<file path="src/rtl/gr_pkg.sv">
package gr_pkg;

  localparam int DW    = 8;
  localparam int SEL_W = 3;
  localparam int OP_W  = 5;
  localparam int NREG  = (1 << SEL_W) - 1;
  localparam int CW_W  = 3 * SEL_W + OP_W;
  localparam int FL_W  = 4;

  typedef enum logic [OP_W-1:0] {
    OP_PASS = 5'b00000,
    OP_INC  = 5'b00001,
    OP_ADD  = 5'b00010,
    OP_SUB  = 5'b00101,
    OP_DEC  = 5'b00110,
    OP_AND  = 5'b01000,
    OP_OR   = 5'b01010,
    OP_XOR  = 5'b01100,
    OP_NOT  = 5'b01110,
    OP_SHR  = 5'b10000,
    OP_SHL  = 5'b11000
  } alu_op_e;

  typedef struct packed {
    logic [SEL_W-1:0] src_a;
    logic [SEL_W-1:0] src_b;
    logic [SEL_W-1:0] dest;
    logic [OP_W-1:0]  op;
  } ctrl_t;

  typedef struct packed {
    logic c;
    logic s;
    logic z;
    logic v;
  } flags_t;

  typedef struct packed {
    logic [DW-1:0] res;
    logic          c;
    logic          v;
  } alu_out_t;

  function automatic logic op_is_arith(logic [OP_W-1:0] op);
    return (op == OP_INC) || (op == OP_ADD) || (op == OP_SUB) || (op == OP_DEC);
  endfunction

  // Arithmetic is one adder: a + addend + cin. The carry into the top bit
  // comes from a separate sum of the lower bits.
  function automatic alu_out_t alu_eval(logic [OP_W-1:0] op,
                                        logic [DW-1:0] a,
                                        logic [DW-1:0] b);
    alu_out_t      o;
    logic [DW-1:0] addend;
    logic          cin;
    logic [DW:0]   full;
    logic [DW-1:0] low;
    addend = '0;
    cin    = 1'b0;
    case (op)
      OP_INC: cin = 1'b1;
      OP_ADD: addend = b;
      OP_SUB: begin addend = ~b; cin = 1'b1; end
      OP_DEC: addend = '1;
      default: ;
    endcase
    full = {1'b0, a} + {1'b0, addend} + {{DW{1'b0}}, cin};
    low  = {1'b0, a[DW-2:0]} + {1'b0, addend[DW-2:0]} + {{(DW-1){1'b0}}, cin};
    o.c = 1'b0;
    o.v = 1'b0;
    if (op_is_arith(op)) begin
      o.res = full[DW-1:0];
      o.c   = full[DW];
      o.v   = full[DW] ^ low[DW-1];
    end else begin
      case (op)
        OP_AND:  o.res = a & b;
        OP_OR:   o.res = a | b;
        OP_XOR:  o.res = a ^ b;
        OP_NOT:  o.res = ~a;
        OP_SHR:  o.res = a >> 1;
        OP_SHL:  o.res = a << 1;
        default: o.res = a;
      endcase
    end
    return o;
  endfunction

endpackage

</file>
<file path="src/rtl/gr_regfile.sv">
module gr_regfile
  import gr_pkg::*;
#(
  parameter int W  = DW,
  parameter int SW = SEL_W
) (
  input  logic          clk,
  input  logic          rst,
  input  logic [SW-1:0] src_a,
  input  logic [SW-1:0] src_b,
  input  logic [SW-1:0] dest,
  input  logic [W-1:0]  ext_in,
  input  logic [W-1:0]  wr_data,
  output logic [W-1:0]  bus_a,
  output logic [W-1:0]  bus_b
);
  localparam int N = (1 << SW) - 1;

  logic [N:1][W-1:0] regs_q;
  logic [N:1]        wr_hit;

  for (genvar i = 1; i <= N; i++) begin : g_reg
    assign wr_hit[i] = (dest == SW'(i));
    always_ff @(posedge clk) begin
      if (rst)            regs_q[i] <= '0;
      else if (wr_hit[i]) regs_q[i] <= wr_data;
    end
  end

  always_comb begin
    bus_a = ext_in;
    bus_b = ext_in;
    for (int k = 1; k <= N; k++) begin
      if (src_a == SW'(k)) bus_a = regs_q[k];
      if (src_b == SW'(k)) bus_b = regs_q[k];
    end
  end

  // destination code 0 leaves every register untouched
  p_no_dest_r5: assert property (@(posedge clk) disable iff (rst)
    (dest == '0) |=> $stable(regs_q));

  // a nonzero destination captures the write data
  p_write_lands_r4: assert property (@(posedge clk) disable iff (rst)
    (dest != '0) |=> regs_q[$past(dest)] == $past(wr_data));

endmodule

</file>
<file path="src/rtl/gr_alu.sv">
module gr_alu
  import gr_pkg::*;
#(
  parameter int W  = DW,
  parameter int OW = OP_W
) (
  input  logic [OW-1:0] op,
  input  logic [W-1:0]  a,
  input  logic [W-1:0]  b,
  output logic [W-1:0]  result,
  output flags_t        flags_nxt
);
  alu_out_t ev;

  always_comb begin
    ev          = alu_eval(op, a, b);
    result      = ev.res;
    flags_nxt.c = ev.c;
    flags_nxt.v = ev.v;
    flags_nxt.s = ev.res[W-1];
    flags_nxt.z = (ev.res == '0);
  end

endmodule

</file>
<file path="src/rtl/gr_status.sv">
module gr_status
  import gr_pkg::*;
(
  input  logic   clk,
  input  logic   rst,
  input  flags_t flags_d,
  output flags_t flags_q
);
  always_ff @(posedge clk) begin
    if (rst) flags_q <= '0;
    else     flags_q <= flags_d;
  end
endmodule

</file>
<file path="src/rtl/gr_datapath.sv">
module gr_datapath
  import gr_pkg::*;
(
  input  logic            clk,
  input  logic            rst,
  input  logic [CW_W-1:0] ctrl_word,
  input  logic [DW-1:0]   ext_in,
  output logic [DW-1:0]   ext_out,
  output logic [FL_W-1:0] flags_out
);
  ctrl_t         cw;
  logic [DW-1:0] bus_a;
  logic [DW-1:0] bus_b;
  logic [DW-1:0] alu_res;
  flags_t        fl_nxt;
  flags_t        fl_q;

  assign cw = ctrl_t'(ctrl_word);

  gr_regfile #(.W(DW), .SW(SEL_W)) u_rf (
    .clk(clk), .rst(rst),
    .src_a(cw.src_a), .src_b(cw.src_b), .dest(cw.dest),
    .ext_in(ext_in), .wr_data(alu_res),
    .bus_a(bus_a), .bus_b(bus_b)
  );

  gr_alu #(.W(DW), .OW(OP_W)) u_alu (
    .op(cw.op), .a(bus_a), .b(bus_b),
    .result(alu_res), .flags_nxt(fl_nxt)
  );

  gr_status u_st (
    .clk(clk), .rst(rst), .flags_d(fl_nxt), .flags_q(fl_q)
  );

  assign ext_out   = alu_res;
  assign flags_out = fl_q;

  // the stored zero and sign flags agree with the result driven out
  p_zero_r11: assert property (@(posedge clk) disable iff (rst)
    !rst |=> fl_q.z == ($past(ext_out) == '0));
  p_sign_r11: assert property (@(posedge clk) disable iff (rst)
    !rst |=> fl_q.s == $past(ext_out[DW-1]));

  // non-arithmetic codes leave C and V cleared
  p_clear_cv_r12: assert property (@(posedge clk) disable iff (rst)
    !op_is_arith(cw.op) |=> !fl_q.c && !fl_q.v);

  // adding operands of opposite sign never overflows
  p_no_overflow_r10: assert property (@(posedge clk) disable iff (rst)
    (cw.op == OP_ADD && bus_a[DW-1] != bus_b[DW-1]) |=> !fl_q.v);

endmodule

</file>
<file path="config.mk">
export PLATFORM = sky130hd
export DESIGN_NAME = gr_datapath
export DESIGN_NICKNAME = d
export VERILOG_FILES = /design/src/rtl/gr_pkg.sv /design/src/rtl/gr_regfile.sv /design/src/rtl/gr_alu.sv /design/src/rtl/gr_status.sv /design/src/rtl/gr_datapath.sv
export SDC_FILE = /design/constraint.sdc
export NUM_CORES = 1
export LEC_CHECK = 0
export BUFFER_PORTS_ARGS = -buffer_cell sky130_fd_sc_hd__buf_2
export CORE_MARGIN = 3
export CORE_UTILIZATION = 50
export CTS_CLUSTER_SIZE = 20
export DETAILED_ROUTE_END_ITERATION = 10
export PLACE_DENSITY = 0.71
export SLEW_MARGIN = 20
export SYNTH_ARGS = -nofsm -noshare
export SYNTH_HDL_FRONTEND = slang
export SYNTH_HIERARCHICAL = 1
export SYNTH_SLANG_ARGS = --single-unit
</file>
<file path="constraint.sdc">
create_clock -name clk -period 6.2 [get_ports clk]
set_input_delay 1.55 -clock clk [delete_from_list [all_inputs] [get_ports clk]]
set_output_delay 1.55 -clock clk [all_outputs]
set_load 0.05 [all_outputs]
</file>
==> impl_metrics.toml, run 1 <==
[cts]
numCtsBuffers = 9
cts_root_buf = "clkbuf_8"
clockBufferDepth = 2
htree_levels = 3
clock_latency_ns = 0.36
clk_pin_slew_ns = 0.06
cts_sinks = 60
cts_tree = "yes"

[run_status]
violations = "setup timing"
status = "finished, violations left"

[die]
die_h_um = 107
dieArea_mm2 = 0.0114
core_mm2 = 0.00982
num_rows = 36
initial_utilization = 0.515
die_x_um = 107
ioPinCount = 36

[yosys]
yosys_most_used_dff = "dfxtp_1"
synth_seq_area_share = 0.238
synthArstFlopShare = 0
synth_edf_count = 0
syn_nets = 683
synth-seq-cells = 60
yosys_warnings = 6
synth.distinct_cells = 75
synth_cells = 634
syn_area_mm2 = 0.00505
postSynthAreaPerCell_um2 = 7.97

[sta]
worst_slack_ns = -0.0742
tightest_slew_ns = 1.21
tns_ns = -0.0742
finalMaxSlewViolations = 0
setup_violations = 1
max_freq_mhz = 159
finalCritPeriodShare = 1.01
grt_setup_unrepaired = "yes"
max-slew-margin-rel = 0.192
skew_ns = 0.00768
finalHoldViolCount = 0
min_period_ns = 6.27

[drt]
avgRoutedWirePerCell_um = 19.1
vias_per_cell = 6.24
num_vias = 5444
routed_wirelength_um = 16700
drt.antenna.violating_nets = 0
dr.pass1.iters = 5
drt_iter0_drc = 460
drcViolationCount = 0

[finish]
nFillCells = 823
final_cell_mix = "nor2_1 (105), buf_4 (91), mux2i_1 (77), dfxtp_1 (60), a21oi_1 (31)"
synthToLayoutAreaGrowth_pct = 27.2
final_nets = 783
diodes = 0
final_common_cell = "nor2_1"
drive_gt1_frac = 0.298

[worst_setup_path]
critical_path_class = "in2out"
cp.arrival_ns = 4.72
critPathLaunchType = "primary input"
rrSetupSlack_ns = 2.59
end_kind = "primary output"
crit_start = "ctrl_word[12]"
worstReg2RegStart = "u_rf/regs_q[40]$_SDFFE_PP0N_"
cp.required_ns = 4.65
cp_max_fo = 8

[pwr]
switching_share = 0.357
powerDensity_mw_per_mm2 = 188
internal-power_mw = 0.777
p_seq_frac = 0.344
clkPwrFrac = 0.271
p_sw_mw = 0.431
combPwrFrac = 0.386
p_leak_nw = 2.84
ir_worst_vdd_uv = 171
power_mw = 1.21

[global_route]
grt_max_degree = 61
antenna_found_initial = 0
overflow = 0
grt_pass1_wl_um = 26400
grt_util_all_layers = 0.293
grt_pass1_vias = 5221

[worst_hold_path]
min_path_type = "reg2reg"
worstHoldStart = "u_rf/regs_q[54]$_SDFFE_PP0N_"

[placed_design]
finalWeightedCongestion = 0.996
dp_hpwl_um = 11900
pre_cts_ws_ns = -0.363
portBuffers = 35

[run]
drv_cap = 0
-- cells in the mapped netlist, types with 3 or more instances --
library cell,instances,area share
mux2i_1,77,0.15
nor2b_1,19,0.024
ha_1,23,0.057
o21ai_1,3,0.0030
xor2_1,5,0.0087
nand3_1,6,0.0059
nor3_1,8,0.0079
nor2_1,109,0.081
nand2_1,29,0.022
or3b_2,3,0.0052
inv_1,26,0.019
a22o_1,10,0.017
clkbuf_1,14,0.010
buf_4,7,0.010
dfxtp_1,60,0.24
nand3b_1,4,0.0059
mux2_2,8,0.018
a21oi_1,43,0.043
buf_6,3,0.0067
a32oi_1,3,0.0052
nor3b_1,7,0.010
or4b_1,3,0.0059
buf_2,21,0.021
o21ai_0,31,0.031
a211oi_1,12,0.018
a31oi_1,3,0.0037
a221o_1,5,0.0099
nand2b_1,11,0.014
o221ai_1,9,0.016
or3_1,6,0.0074
o22ai_1,8,0.0099
-- stage by stage --
stage / cells / utilization / cell area, um2 / hold slack, ns
final: 872 / 0.655 / 6430 / 0.526
after detailed placement: 839 / 0.593 / 5820 / 0.510
after global placement: 839 / 0.593 / 5820 / 0.483
after CTS: 862 / 0.634 / 6220 / 0.523
after global routing: 872 / 0.655 / 6430 / 0.570
after floorplan: 634 / - / 5090 / 0.460
-- logic make-up (layout without fill, tap and decap cells) --
family | after synthesis | after routing | share of synthesized area
buffers and inverters | 72 | 177 | 0.0683
flip-flops | 60 | 60 | 0.238
AO/OA/AOI/OAI | 160 | 160 | 0.216
multiplexers | 87 | 87 | 0.180
XOR/XNOR | 7 | 7 | 0.0121
AND/OR/NAND/NOR | 223 | 223 | 0.221
adder cells (fa/ha/maj) | 25 | 25 | 0.0649
-- final timing paths --
path,to,cells after the start
worst max-delay path,ext_out[7],15
worst min-delay path,u_rf/regs_q[54]$_SDFFE_PP0N_,2
worst max register to register,u_st/flags_q[1]$_SDFF_PP0_,17
worst min register to register,u_rf/regs_q[54]$_SDFFE_PP0N_,2
-- area by class of cell --
| type | count | area, um2 | area share |
|---|---|---|---|
| clock buffer | 15 | 176 | 0.0274 |
| timing repair buffer | 135 | 1040 | 0.161 |
| clock inverter | 1 | 5.00 | 0.000779 |
| multi-input combinational | 502 | 3740 | 0.583 |
| sequential | 60 | 1200 | 0.187 |
| inverter | 26 | 97.6 | 0.0152 |
| tap | 133 | 166 | 0.0259 |
-- flip-flops by register name, summed over array words and instances (netlist names) --
| signal | count |
|---|---|
| u_rf/regs_q | 56 |
| u_st/flags_q | 4 |
-- critical path, stage by stage --
cell,delay [ns]
buf_2,0.20
mux2_2,0.37
nor3_1,0.15
a221o_1,0.16
a211oi_2,0.06
buf_4,0.16
fa_2,0.43
a211oi_4,0.30
o21ai_2,0.11
or3_1,0.32
a31oi_2,0.23
xnor2_1,0.16
nor2_1,0.08
nor2_2,0.22
buf_6,0.21
-- power groups by stage --
stage,Combinational [mW],Clock (mW),Sequential [mW]
floorplan,0.267,0,0.420
global placement,0.400,0,0.421
detailed placement,0.411,0,0.422
CTS,0.434,0.333,0.414
global route,0.500,0.351,0.416
finish,0.466,0.327,0.415
-- metal layers --
metal,vias up,GRT usage,part of all wire,routed length (um)
li1,2491,-,-,-
met1,2622,0.369,0.41,6900
met2,266,0.476,0.48,7980
met3,65,0.0559,0.068,1130
met4,0,0.148,0.041,681
met5,-,0,0,0
-- timing repair --
item | 4_1_cts | 5_1_grt
setup endpoints to repair | 4 | 5
pin swaps | 28 | 26
hold buffers | 0 | 0
setup buffers | 7 | 9
gates resized for setup | 48 | 30
Note: power is estimated with default switching activity, not from simulation.
==> inputs of run 2 (changes only) <==
--- a/config.mk
+++ b/config.mk
@@ -6,7 +6,7 @@
 export NUM_CORES = 1
 export LEC_CHECK = 0
 export BUFFER_PORTS_ARGS = -buffer_cell sky130_fd_sc_hd__buf_2
-export CORE_MARGIN = 3
+export CORE_MARGIN = 1.5
 export CORE_UTILIZATION = 50
 export CTS_CLUSTER_SIZE = 20
 export DETAILED_ROUTE_END_ITERATION = 10
==> run 2 against run 1 <==
  * The run now ends clean
  * Sequential power is essentially flat
  * Design area grew 1.7%
  * Hold slack worse by 0.020 ns
  * First-iteration DRC count rose by 7.6%
  * Maximum frequency rose by 1.4%
  * Worst setup slack improved by 0.087 ns
  * Clock skew up 0.0021 ns
  * Largest cell class unchanged
==> impl_metrics.toml, run 2 (synthesized netlist as in run 1, its figures left out) <==
[run_status]
status = "completed"

[pwr]
powerDensity_mw_per_mm2 = 184
p_leak_nw = 2.89
ir_worst_vdd_uv = 164

[finish]
finalInstanceArea_mm2 = 0.00654
synthToLayoutAreaGrowth_pct = 29.3
largestRegisters = "u_rf/regs_q (56), u_st/flags_q (4)"
utilization = 0.669
final_nets = 795
final_common_cell = "nor2_1"
final_cells = 884
regMostFlops = "u_rf/regs_q"
diodes = 0
final_cell_mix = "nor2_1 (103), buf_4 (102), mux2i_1 (77), dfxtp_1 (60), a21oi_1 (32)"
largest_reg_flops = 56
drive_gt1_frac = 0.317

[cts]
ctsHoldBuffers = 0
cts_root_buf = "clkbuf_8"
numCtsBuffers = 9
clock_latency_ns = 0.35
cts_tree = "yes"
cts_sinks = 60
clk_pin_slew_ns = 0.06
htree_levels = 3
clockBufferDepth = 2

[worst_setup_path]
critical_path_class = "in2out"
cp_max_fo = 3
end_kind = "primary output"
crit_slowest_cell = "or3_4"
crit_top_cell = "buf_6"
cp.arrival_ns = 4.64
cp.required_ns = 4.65
cpPeakStageDelay_ns = 0.41
critPathLaunchType = "primary input"
cp_cell_sequence = "buf_6, or3_4, buf_6, a21oi_2, a21oi_1, o22a_1, inv_2, nor2_2, a21oi_2, nor2_1, ha_2, o21ai_2, o21ai_2, or3_4, a31oi_4, xnor2_2, nor2_1, nor2_2, buf_6"

[drt]
drt.antenna.violating_nets = 0
drt_iter0_drc = 495
routed_wirelength_um = 16800
drcViolationCount = 0
avgRoutedWirePerCell_um = 19.0
vias_per_cell = 6.09
num_vias = 5381
dr.pass1.iters = 5

[sta]
max_freq_mhz = 162
setup_violations = 0
tightest_slew_ns = 1.17
grt_setup_unrepaired = "yes"
finalHoldViolCount = 0
finalMaxSlewViolations = 0
tns_ns = 0
skew_ns = 0.00981
min_period_ns = 6.19
finalCritPeriodShare = 0.998
max-slew-margin-rel = 0.217
whs_ns = 0.506

[die]
dieArea_mm2 = 0.0107
initial_utilization = 0.517
num_rows = 36
core_mm2 = 0.00977
die_x_um = 104
ioPinCount = 36
die_h_um = 104

[global_route]
antenna_found_initial = 0
grt_max_degree = 61
grt_pass1_vias = 5131
grt_pass1_wl_um = 26200
overflow = 0
grt_util_all_layers = 0.306

[run]
drv_cap = 0

[placed_design]
postPlaceCellArea_mm2 = 0.00590
dp_hpwl_um = 11900
dp_cells = 846
portBuffers = 35
finalWeightedCongestion = 0.987

[worst_hold_path]
min_path_type = "reg2reg"
==> run 2: changes by cell type in the layout (fill, tap and decap cells not counted), moves of 3 or more <==
cell    previous run  this run
buf_4             91       102
nor2_2             3         6
inv_1             23        20
buf_8              4         0
buf_6             12        16
inv_2              3         6
==> run 2: timing repair <==
item | in CTS | in global routing
pin swaps | 33 | 31
endpoints found under the setup margin | 5 | 6
gates resized for setup | 45 | 39
buffers inserted | 14 | 9
==> run 2: layer usage <==
metal / part of all wire / up-vias / global-route usage
met5: 0 / - / 0
met4: 0.059 / 0 / 0.175
met3: 0.063 / 73 / 0.0579
met2: 0.46 / 278 / 0.503
met1: 0.41 / 2517 / 0.375
li1: - / 2513 / -
==> run 2: worst paths after layout <==
| kind | from | to | slack (ns) | cells past startpoint |
|---|---|---|---|---|
| setup / recovery | ctrl_word[8] | ext_out[7] | 0.01 | 19 |
| hold / removal | u_rf/regs_q[26]$_SDFFE_PP0N_ | u_rf/regs_q[26]$_SDFFE_PP0N_ | 0.51 | 2 |
| setup reg to reg | u_rf/regs_q[50]$_SDFFE_PP0N_ | u_st/flags_q[1]$_SDFF_PP0_ | 2.49 | 18 |
| hold reg to reg | u_rf/regs_q[26]$_SDFFE_PP0N_ | u_rf/regs_q[26]$_SDFFE_PP0N_ | 0.51 | 2 |
==> run 2: power by group <==
part | internal [mW] | switching [mW] | total (mW) | leakage [nW]
combinational | 0.210 | 0.275 | 0.484 | 2.32
clock | 0.155 | 0.148 | 0.303 | 0.0844
sequential | 0.401 | 0.0137 | 0.415 | 0.486
==> run 2: area by class of cell <==
class                           count  area (um2)
Multi-Input combinational cell    502        3790
Fill cell                         817        3240
Sequential cell                    60        1200
Timing Repair Buffer              147        1120
Tap cell                          133         166
Clock buffer                       14         153
Inverter                           26        97.6
Clock inverter                      2        10.0
==> run 2: worst max-delay path: cells and delay by family <==
family / cells / cell delay [ns]
AO/OA/AOI/OAI: 7 / 0.94
XOR/XNOR: 1 / 0.15
buffers and inverters: 4 / 0.55
adder cells (fa/ha/maj): 1 / 0.30
AND/OR/NAND/NOR: 6 / 1.14
==> run 2: metrics by stage <==
stage	total power [mW]	worst slack (ns)
after floorplan	0.687	-0.230
after global placement	0.828	-0.226
after detailed placement	0.838	-0.352
after CTS	1.17	-0.0324
after global routing	1.26	-0.0875
final	1.20	0.0130
==> inputs of run 3 (changes only) <==
--- a/config.mk
+++ b/config.mk
@@ -6,11 +6,13 @@
 export NUM_CORES = 1
 export LEC_CHECK = 0
 export BUFFER_PORTS_ARGS = -buffer_cell sky130_fd_sc_hd__buf_2
+export CELL_PAD_IN_SITES_DETAIL_PLACEMENT = 0
+export CELL_PAD_IN_SITES_GLOBAL_PLACEMENT = 1
 export CORE_MARGIN = 1.5
-export CORE_UTILIZATION = 50
+export CORE_UTILIZATION = 42
 export CTS_CLUSTER_SIZE = 20
 export DETAILED_ROUTE_END_ITERATION = 10
-export PLACE_DENSITY = 0.71
+export PLACE_DENSITY_LB_ADDON = 0.1
 export SLEW_MARGIN = 20
 export SYNTH_ARGS = -nofsm -noshare
 export SYNTH_HDL_FRONTEND = slang
==> run 3 against run 2 <==
  * The run now ends with setup timing left
  * Core utilization shrank 8.9 points
  * Maximum frequency decreased by 0.36%
  * Flip-flop and latch count stayed put
  * Final cell count grew 1.9%
  * Via count shrank 0.43%
  * Sequential power about the same
  * Hold slack lost 0.0085 ns
  * Design area is 2.5% higher
  * Critical endpoint unchanged
  * Critical path depth stayed put
  * Clock power rose by 59%
  * Register-to-register slack worse by 1.3 ns
==> impl_metrics.toml, run 3 (synthesized netlist as in run 1, its figures left out) <==
[worst_setup_path]
r2r_end = "u_st/flags_q[1]$_SDFF_PP0_"
cpPeakStageDelay_ns = 0.41
rrSetupSlack_ns = 1.19
crit_start = "ctrl_word[9]"
worst-path-stages = 19
crit_slowest_cell = "or3_4"
cp_cell_sequence = "buf_12, or3_4, buf_6, a21oi_2, a21oi_1, o22a_1, inv_2, nor2_2, a21oi_2, nor2_1, ha_2, o21ai_2, o21ai_2, or3_4, a31oi_4, xnor2_2, nor2_2, nor2_2, buf_6"
r2r_cells = 29
critical_path_class = "in2out"
endpoint = "ext_out[7]"
end_kind = "primary output"
critPathBufInv = 4
cp.required_ns = 4.65
path_delay_family = "simple AND/OR/NAND/NOR gates"
critPathLaunchType = "primary input"
crit_top_cell = "nor2_2"
cp.arrival_ns = 4.66
cp_max_fo = 5
worstReg2RegStart = "u_rf/regs_q[34]$_SDFFE_PP0N_"

[global_route]
grt_pass1_wl_um = 27300
overflow = 0
grt_util_all_layers = 0.276
antenna_found_initial = 0
grt_max_degree = 61
grt_pass1_vias = 5056

[cts]
cts_sinks = 60
htree_levels = 3
clk_pin_slew_ns = 0.05
cts_root_buf = "clkbuf_16"
clock_latency_ns = 0.33
cts_tree = "yes"
numCtsBuffers = 9
clockBufferDepth = 2

[die]
ioPinCount = 36
num_rows = 39
initial_utilization = 0.437
dieArea_mm2 = 0.0127
core_mm2 = 0.0116
die_h_um = 113
die_x_um = 113

[finish]
finalInstanceArea_mm2 = 0.00670
regMostFlops = "u_rf/regs_q"
largestRegisters = "u_rf/regs_q (56), u_st/flags_q (4)"
diodes = 0
synthToLayoutAreaGrowth_pct = 32.6
drive_gt1_frac = 0.319
largest_reg_flops = 56
final_nets = 803
final_cell_mix = "buf_4 (114), nor2_1 (103), mux2i_1 (77), dfxtp_1 (60), a21oi_1 (32)"
final_common_cell = "buf_4"
utilization = 0.580

[drt]
avgRoutedWirePerCell_um = 19.4
routed_wirelength_um = 17500
drt_iter0_drc = 461
num_vias = 5358
drt.antenna.violating_nets = 0
dr.pass1.iters = 5
drcViolationCount = 0
vias_per_cell = 5.95

[run_status]
violations = "setup timing"
status = "finished, violations left"

[pwr]
combPwrFrac = 0.357
powerDensity_mw_per_mm2 = 208
switching_share = 0.333
ir_worst_vdd_uv = 247
clkPwrFrac = 0.346
p_seq_frac = 0.298
p_leak_nw = 3.00
internal-power_mw = 0.930
p_sw_mw = 0.464

[sta]
finalHoldViolCount = 0
finalMaxSlewViolations = 0
max-slew-margin-rel = 0.425
skew_ns = 0.00688
finalCritPeriodShare = 1.00
grt_setup_unrepaired = "yes"
max_freq_mhz = 161
setup_violations = 1
tightest_slew_ns = 0.860
min_period_ns = 6.21
worst_slack_ns = -0.00913

[placed_design]
finalWeightedCongestion = 0.953
postPlaceCellArea_mm2 = 0.00585
dp_hpwl_um = 12300
portBuffers = 35

[run]
drv_cap = 0

[worst_hold_path]
min_path_type = "reg2reg"
==> run 3: cell count changes in the layout (fill, tap and decap cells not counted), sizes merged <==
cell,change
buf,+9
clkinv,-1
clkbuf,-1
==> run 3: layer usage <==
metal | part of all wire | GRT usage | vias up | routed length, um
met2 | 0.44 | 0.419 | 206 | 7670
met4 | 0.027 | 0.0827 | 0 | 469
li1 | - | - | 2533 | -
met3 | 0.068 | 0.0520 | 37 | 1190
met1 | 0.47 | 0.397 | 2582 | 8200
met5 | 0 | 0 | - | 0
==> run 3: how the worst min path moves through the flow <==
stage / startpoint / endpoint / slack (ns) / cells past startpoint
after floorplan: u_rf/regs_q[26]$_SDFFE_PP0N_ / u_rf/regs_q[26]$_SDFFE_PP0N_ / 0.46 / 2
after global placement: u_rf/regs_q[26]$_SDFFE_PP0N_ / u_rf/regs_q[26]$_SDFFE_PP0N_ / 0.48 / 2
after detailed placement: u_rf/regs_q[26]$_SDFFE_PP0N_ / u_rf/regs_q[26]$_SDFFE_PP0N_ / 0.50 / 2
after CTS: u_rf/regs_q[26]$_SDFFE_PP0N_ / u_rf/regs_q[26]$_SDFFE_PP0N_ / 0.51 / 2
after global routing: u_rf/regs_q[26]$_SDFFE_PP0N_ / u_rf/regs_q[26]$_SDFFE_PP0N_ / 0.54 / 2
final: u_rf/regs_q[26]$_SDFFE_PP0N_ / u_rf/regs_q[26]$_SDFFE_PP0N_ / 0.50 / 2
==> run 3: worst register-to-register path: cells and delay by family, from the launching register on <==
| family | cells | cell delay, ns |
|---|---|---|
| AOI/OAI and AO/OA | 6 | 0.99 |
| xor gates and xnor gates | 1 | 0.11 |
| and+or+nand+nor | 5 | 0.86 |
| DFF | 1 | 0.33 |
| adders and majority gates | 1 | 0.30 |
| buffers and inverters | 15 | 1.85 |
| muxes | 1 | 0.50 |
==> run 3: power by group through the flow <==
stage / Clock, mW / Combinational, mW / Sequential (mW)
after detailed placement: 0 / 0.416 / 0.422
after CTS: 0.490 / 0.453 / 0.414
final: 0.482 / 0.497 / 0.415
after global placement: 0 / 0.410 / 0.422
after floorplan: 0 / 0.267 / 0.420
after global routing: 0.506 / 0.531 / 0.416
==> run 3: what timing repair did <==
| item | CTS | global route |
|---|---|---|
| hold buffers | 0 | 0 |
| pin swaps | 21 | 27 |
| cloned | 0 | 0 |
| resized for setup | 30 | 42 |
| setup buffers | 25 | 14 |
| setup endpoints to repair | 4 | 7 |
==> run 3: metrics by stage <==
stage / hold slack [ns] / TNS [ns] / power, mW / setup slack [ns] / std cells
floorplan: 0.460 / -0.230 / 0.687 / -0.230 / 634
global placement: 0.485 / -0.368 / 0.831 / -0.195 / 847
detailed placement: 0.496 / -0.533 / 0.838 / -0.249 / 847
CTS: 0.508 / 0 / 1.36 / 0.00433 / 887
global route: 0.537 / -0.285 / 1.45 / -0.122 / 901
finish: 0.498 / -0.00913 / 1.39 / -0.00913 / 901
==> run 3: area by class of cell <==
type	instances	area [um2]
sequential	60	1200
inverter	26	97.6
clock inverter	1	5.00
tap	143	179
fill	1040	4860
clock buffer	14	284
timing repair buffer	155	1170
multi-input combinational	502	3760
